$ cat config.mk
export PLATFORM = sky130hd
export DESIGN_NAME = restart_irq_ctrl
export DESIGN_NICKNAME = d
export VERILOG_FILES = /design/src/rtl/irq_ctrl_pkg.sv /design/src/rtl/irq_edge_latch.sv /design/src/rtl/irq_prio_pick.sv /design/src/rtl/restart_irq_ctrl.sv
export SDC_FILE = /design/constraint.sdc
export NUM_CORES = 1
export LEC_CHECK = 0
export BUFFER_PORTS_ARGS = -buffer_cell sky130_fd_sc_hd__buf_2
export CORE_MARGIN = 5
export CORE_UTILIZATION = 49
export CTS_BUF_LIST = sky130_fd_sc_hd__clkbuf_2 sky130_fd_sc_hd__clkbuf_4 sky130_fd_sc_hd__clkbuf_8
export DETAILED_ROUTE_END_ITERATION = 16
export PLACE_DENSITY_LB_ADDON = 0.25
export SLEW_MARGIN = 15
export SYNTH_ARGS = -nofsm -noshare
export SYNTH_HDL_FRONTEND = slang
export SYNTH_SLANG_ARGS = --single-unit
export TNS_END_PERCENT = 10
$ cat constraint.sdc
create_clock -name clk -period 2.75 [get_ports clk]
set_input_delay 0 -clock clk [delete_from_list [all_inputs] [get_ports clk]]
set_output_delay 0 -clock clk [all_outputs]
set_load 0.1 [all_outputs]
$ cat src/rtl/irq_ctrl_pkg.sv
package irq_ctrl_pkg;

    localparam int NUM_SRC = 5;
    localparam int VEC_W   = 16;
    localparam int MASK_W  = 3;

    typedef enum logic [2:0] {
        SRC_NONE = 3'd0,
        SRC_TRAP = 3'd1,
        SRC_HI   = 3'd2,
        SRC_MID  = 3'd3,
        SRC_LO   = 3'd4,
        SRC_EXT  = 3'd5
    } src_e;

    localparam logic [VEC_W-1:0] VEC_TRAP = 16'h0024;
    localparam logic [VEC_W-1:0] VEC_HI   = 16'h003C;
    localparam logic [VEC_W-1:0] VEC_MID  = 16'h0034;
    localparam logic [VEC_W-1:0] VEC_LO   = 16'h002C;

    typedef struct packed {
        logic             take;
        logic             vvalid;
        logic             inta;
        logic [VEC_W-1:0] addr;
    } grant_t;

    // Pending vector index 0 is the highest priority.
    function automatic src_e src_of_idx(int idx);
        case (idx)
            0:       return SRC_TRAP;
            1:       return SRC_HI;
            2:       return SRC_MID;
            3:       return SRC_LO;
            4:       return SRC_EXT;
            default: return SRC_NONE;
        endcase
    endfunction

    function automatic logic [VEC_W-1:0] vec_of(src_e s);
        case (s)
            SRC_TRAP: return VEC_TRAP;
            SRC_HI:   return VEC_HI;
            SRC_MID:  return VEC_MID;
            SRC_LO:   return VEC_LO;
            default:  return '0;
        endcase
    endfunction

    function automatic logic is_restart(src_e s);
        return (s == SRC_TRAP) || (s == SRC_HI) || (s == SRC_MID) || (s == SRC_LO);
    endfunction

endpackage

$ cat src/rtl/irq_edge_latch.sv
module irq_edge_latch #(
    parameter bit NEED_LEVEL = 1'b0
) (
    input  logic clk,
    input  logic rst,
    input  logic req,
    input  logic clr,
    output logic pend
);
    logic prev_q;
    logic held_q;
    logic rise;

    assign rise = req & ~prev_q;

    always_ff @(posedge clk) begin
        if (rst) begin
            prev_q <= 1'b0;
            held_q <= 1'b0;
        end else begin
            prev_q <= req;
            held_q <= (held_q & ~clr) | rise;
        end
    end

    generate
        if (NEED_LEVEL) begin : g_gated
            assign pend = held_q & req;
        end else begin : g_plain
            assign pend = held_q;
        end
    endgenerate
endmodule

$ cat src/rtl/irq_prio_pick.sv
module irq_prio_pick
    import irq_ctrl_pkg::*;
#(
    parameter int N = NUM_SRC
) (
    input  logic [N-1:0] pend,
    output src_e         pick
);
    always_comb begin
        pick = SRC_NONE;
        for (int i = N - 1; i >= 0; i--) begin
            if (pend[i]) pick = src_of_idx(i);
        end
    end
endmodule

$ cat src/rtl/restart_irq_ctrl.sv
module restart_irq_ctrl
    import irq_ctrl_pkg::*;
(
    input  logic             clk,
    input  logic             rst,
    input  logic             trap_in,
    input  logic             hi_in,
    input  logic             mid_in,
    input  logic             lo_in,
    input  logic             ext_in,
    input  logic             sample_stb,
    input  logic             ie_set,
    input  logic             ie_clr,
    input  logic             mask_wr,
    input  logic             mask_set_en,
    input  logic [MASK_W-1:0] mask_bits,
    input  logic             mask_clr_hi,
    output logic             take_irq,
    output logic             vec_valid,
    output logic [VEC_W-1:0] vec_addr,
    output logic             inta_req
);
    localparam int NUM_EDGE = 2;

    logic              ie_q;
    logic [MASK_W-1:0] mask_q;
    logic [NUM_EDGE-1:0] edge_req, edge_clr, edge_pend;
    logic [NUM_SRC-1:0] pend;
    src_e              pick;
    logic              accept;
    grant_t            out_q;

    assign edge_req[0] = trap_in;
    assign edge_req[1] = hi_in;
    assign edge_clr[0] = accept && (pick == SRC_TRAP);
    assign edge_clr[1] = (accept && (pick == SRC_HI)) || (mask_wr && mask_clr_hi);

    generate
        for (genvar g = 0; g < NUM_EDGE; g++) begin : g_edge
            irq_edge_latch #(.NEED_LEVEL(g == 0)) u_latch (
                .clk  (clk),
                .rst  (rst),
                .req  (edge_req[g]),
                .clr  (edge_clr[g]),
                .pend (edge_pend[g])
            );
        end
    endgenerate

    assign pend[0] = edge_pend[0];
    assign pend[1] = edge_pend[1] & ~mask_q[2] & ie_q;
    assign pend[2] = mid_in       & ~mask_q[1] & ie_q;
    assign pend[3] = lo_in        & ~mask_q[0] & ie_q;
    assign pend[4] = ext_in       & ie_q;

    irq_prio_pick #(.N(NUM_SRC)) u_pick (
        .pend (pend),
        .pick (pick)
    );

    assign accept = sample_stb && (pick != SRC_NONE);

    always_ff @(posedge clk) begin
        if (rst) begin
            ie_q   <= 1'b0;
            mask_q <= '1;
            out_q  <= '0;
        end else begin
            if (accept && (pick != SRC_TRAP)) ie_q <= 1'b0;
            else if (ie_clr)                  ie_q <= 1'b0;
            else if (ie_set)                  ie_q <= 1'b1;

            if (mask_wr && mask_set_en) mask_q <= mask_bits;

            out_q <= '0;
            if (accept) begin
                out_q.take   <= 1'b1;
                out_q.vvalid <= is_restart(pick);
                out_q.inta   <= (pick == SRC_EXT);
                out_q.addr   <= vec_of(pick);
            end
        end
    end

    assign take_irq  = out_q.take;
    assign vec_valid = out_q.vvalid;
    assign inta_req  = out_q.inta;
    assign vec_addr  = out_q.addr;
endmodule

==> results of run 1 <==
## final cells by class
cell class	count	area, um^2	area share [%]
tap	15	18.8	2.36
timing repair buffer	25	140	17.6
multi-input combinational	54	334	42.0
clock buffer	3	22.5	2.83
sequential	14	280	35.2
## cells by family (layout without fill, tap and decap cells)
logic type / after synthesis / after routing / share of synthesized area (%)
flip-flops: 14 / 14 / 41.5
AO/OA/AOI/OAI: 13 / 13 / 15.7
other: 1 / 12 / 0.555
multiplexers: 1 / 1 / 1.67
buffers and inverters: 14 / 28 / 15.2
AND/OR/NAND/NOR: 28 / 28 / 25.4
## where the power goes
part	switching [mW]	total [mW]	leakage (nW)	internal [mW]
Clock	0.0586	0.109	0.0138	0.0507
Combinational	0.105	0.130	0.282	0.0253
Sequential	0.00522	0.217	0.115	0.212
Total	0.169	0.456	0.411	0.288
## worst max-delay path, cell delays in order, from the launching register on
cell     delay (ns)
dfxtp_1        0.32
nor2b_2        0.22
mux2_1         0.33
and3_1         0.18
## stage by stage
step,hold slack [ns],std cells,cell area (um^2)
after floorplan,0.0710,82,717
after global placement,0.169,105,743
after detailed placement,0.175,105,743
after CTS,0.0146,111,796
after global routing,0.00317,111,796
final,0.0232,111,796
## cells in the final DEF (no fill, tap or decap), drive strengths merged, types with 2 or more instances in the layout
| master | n |
|---|---|
| a211o | 3 |
| a21o | 2 |
| a21oi | 4 |
| and3 | 4 |
| buf | 22 |
| clkbuf | 3 |
| conb | 12 |
| dfxtp | 14 |
| dlygate4sd3 | 3 |
| nand2 | 6 |
| nand2b | 4 |
| nor2 | 4 |
| nor2b | 6 |
| o21ai | 2 |
## registers in the layout, summed over array words and instances (netlist names)
signal and flops:
ie_q 1, vec_valid 1, g_edge.u_latch.prev_q 2, inta_req 1
vec_addr 3, g_edge.u_latch.pend 1, take_irq 1, g_edge.u_latch.held_q 1
mask_q 3
## timing repair
item / 4_1_cts / 5_1_grt
resized for setup: 0 / 0
hold endpoints to repair: 4 / 0
hold buffers: 3 / 0
## routing by layer
layer  track usage (%)  part of all wire, %  vias to the layer above
met2              19.2                   49                       21
li1                  -                    -                      270
met1              13.9                   37                      233
met5                 0                    0                        -
met3              6.13                   13                        2
met4              6.63                  1.1                        0
## path summary, 6_finish.rpt
path,start,endpoint,slack [ns],depth (start not counted)
max reg2reg,mask_q[0]$_SDFFE_PP1P_,inta_req$_SDFF_PP0_,1.60,3
min,ie_set,ie_q$_SDFFE_PP0P_,0.02,3
max,mask_q[0]$_SDFFE_PP1P_,inta_req$_SDFF_PP0_,1.60,3
min reg2reg,mask_q[0]$_SDFFE_PP1P_,mask_q[0]$_SDFFE_PP1P_,0.48,1
==> metrics.txt, run 1 <==
Yosys top cell by area dfxtp_1; initial antenna violation count 0; Pre-Repair DR Iteration Count 3; I/O Buffers 22; Post-DRT Antenna Nets 0; total grt overflow 0; clock root buffer clkbuf_4; status finished, final reports clean; GRT Total Usage 12.4%; fraction of registers with async set/reset 0%; Max-cap violations 0; HPWL after detailed placement 945 um; largest net degree at the start of global routing 11; die width 47.1 um; # setup viols final 0; Core Rows 13; Core ar. 1300 um^2; startpoint types register; Avg WL per Cell 10.3 um; Worst VDD drop 0.000334 V; Cell Area, Synth 676 um^2; register area share after synthesis 41.5%; vias per std cell 4.74; number of nets in the layout 114; leakage 0.411 nW; HP Class primary input to register; CTS Buf Count 3; Final Hold Fails 0; post-CTS setup buffers 0; clk buf depth 2; CTS H-tree lvls 1; final setup margin 1.60 ns; RSZ-0062 raised after global routing false; Die Area 2220 um^2; Max FO, Critical Path 4; Main synth FF type dfxtp_1; worst endpoint required time 2.92 ns; DRC 0; share of layout cells above drive strength 1 32.3%; clk_lat worst skew 0.27 ns; RePlAce Congestion 0.673; number of synthesized flops with an enable pin 0; period utilization 41.9%; Num Clock Sinks 14; fillers 132; Yosys reg bits 14; post-layout min period 1.15 ns; clk slew on worst S/H paths 0.08 ns; Yosys cell types 24; number of global-route vias before repair 475; Die Y 47.1 um; Power Dens Cells 573 nW/um^2; Mapped Cells 71; utilization after layout 61.2%; Power, Total 456 uW; first-pass GRT wire length 1860 um; fin. max-slew vios 0; Fmax achieved 867 MHz; largest cells by area after synthesis dfxtp_1 41%, buf_4 14%, o41ai_4 4.1%; I/O Pins 35; final WL 1150 um; Syn. warnings 0; Ant. Diodes 0; Mean Syn Cell Area 9.52 um^2; critical setup path kind register to register; DRT iter0 DRCs 10; CP arrival 1.32 ns; CP Capture Type register; CTS tree yes; top-count cell post-synth dfxtp_1; Yosys top cell area share 41.5%; most frequent cells after synthesis 14 x dfxtp_1, 13 x buf_4, 6 x nand2_1; Place WS 1.60 ns; Fin Setup TNS 0 ns; clock skew 0.00254 ns; Via Count 526; area grow syn2layout 17.8%; Initial Utilization 51.9%
(Power assumes the default switching activity.)
==> run 2, diff against run 1 <==
- CORE_UTILIZATION: 49 -> 45
- clock period: 2.75 -> 1.1 ns (I/O delays scaled with it)
==> metrics.txt, run 2 (synthesized netlist as in run 1, its figures left out) <==
DRT iter0 DRCs 3; utilization after layout 57.6%; first-pass GRT wire length 2040 um; largest net degree at the start of global routing 11; leakage 0.440 nW; final WL 1140 um; GRT Total Usage 10.8%; CP max stage cell o41ai_4; Power, Total 1.24 mW; CTS H-tree lvls 1; Die Y 48.8 um; worst hold endpoint g_edge[1].u_latch.pend$_SDFF_PP0_; status finished, final reports clean; Power Dens Cells 1470 nW/um^2; initial antenna violation count 0; Via Count 521; CP Capture Type register; area grow syn2layout 25.4%; Worst R2R End ie_q$_SDFFE_PP0P_; clk slew on worst S/H paths 0.08 ns; HPWL after detailed placement 911 um; Max stage delay on crit path 0.35 ns; Final Hold Fails 0; number of global-route vias before repair 511; Max FO, Critical Path 4; # setup viols final 0; cell family with most CP delay compound AO/OA/AOI/OAI gates; crit-path cells nor2b_4, o41ai_4, nor2_2, nor4_2; post-CTS setup buffers 0; final setup margin 0.0263 ns; period utilization 97.6%; commonest cells after routing, fill and taps aside 22 x buf_2, 12 x conb_1, 10 x dfxtp_1; vias per std cell 4.49; Avg WL per Cell 9.81 um; RePlAce Congestion 0.685; startpoint types register; Fin Setup TNS 0 ns; reg2reg setup slack 0.03 ns; Die Area 2380 um^2; critical setup path kind register to register; HP Start rst; Core ar. 1470 um^2; Place WS 0.0167 ns; Core Rows 14; hold path cells 2; Fmax achieved 931 MHz; CTS Buf Count 3; DRC 0; CP arrival 1.27 ns; post-layout min period 1.07 ns; Pre-Repair DR Iteration Count 2; CTS tree yes; Ant. Diodes 0; Num Clock Sinks 14; Initial Utilization 45.9%; share of layout cells above drive strength 1 40.0%; Worst VDD drop 0.000816 V; R2R cell count 4; number of nets in the layout 117; RSZ-0062 raised after global routing true; total grt overflow 0; reg2reg start g_edge[1].u_latch.pend$_SDFF_PP0_; fin. max-slew vios 0; die width 48.8 um; I/O Pins 35; clock root buffer clkbuf_4; Post-DRT Antenna Nets 0; Max-cap violations 0; worst endpoint required time 1.30 ns; HP Class primary input to register; clock skew 0.00295 ns; clk_lat worst skew 0.28 ns; commonest non-fill, non-tap cell in the layout buf_2; I/O Buffers 22; clk buf depth 2; number of buffers and inverters on the critical path 0
## run 2: cell count changes in the layout (fill, tap and decap cells not counted), sizes merged
cell and delta:
clkbuf +1, buf +3
## run 2: layer usage
metal	vias to the layer above	GRT usage, %	routed length [um]
li1	273	-	-
met1	223	12.5	470
met2	23	16.5	526
met3	2	4.29	126
met4	0	6.73	14
met5	-	0	0
## run 2: cell type report
type	count	area, um^2
clock buffers	4	36.3
fillers	145	624
multi-input cells	54	343
flip-flops and latches	14	285
well taps	16	20.0
repair buffers	28	163
## run 2: report_power, final
part	internal (mW)	switching [mW]
clock network	0.202	0.160
registers	0.531	0.0121
logic	0.0729	0.265
## run 2: per-stage QoR
stage	instances	hold slack (ns)	area (um^2)
after floorplan	82	0.0710	718
after global placement	109	0.169	768
after detailed placement	109	0.172	768
after CTS	116	0.00325	836
after global routing	116	0.0118	847
final	116	0.00575	847
## run 2: how the worst max path moves through the flow
stage | startpoint | to | slack, ns | depth (start not counted)
floorplan | mask_q[0]$_SDFFE_PP1P_ | inta_req$_SDFF_PP0_ | -0.003 | 3
global placement | mask_q[2]$_SDFFE_PP1P_ | ie_q$_SDFFE_PP0P_ | 0.03 | 4
detailed placement | mask_q[2]$_SDFFE_PP1P_ | ie_q$_SDFFE_PP0P_ | 0.02 | 4
CTS | g_edge[1].u_latch.pend$_SDFF_PP0_ | ie_q$_SDFFE_PP0P_ | 0.02 | 4
global route | g_edge[1].u_latch.pend$_SDFF_PP0_ | ie_q$_SDFFE_PP0P_ | -0.04 | 4
finish | g_edge[1].u_latch.pend$_SDFF_PP0_ | ie_q$_SDFFE_PP0P_ | 0.03 | 4
## run 2: repair_timing
| action | CTS | global route |
|---|---|---|
| hold buffers | 3 | 0 |
| setup endpoints to repair | 1 | 5 |
| gates cloned | 0 | 0 |
| endpoints found under the hold margin | 4 | 0 |
| gates resized for setup | 1 | 4 |
| pin swaps | 0 | 0 |
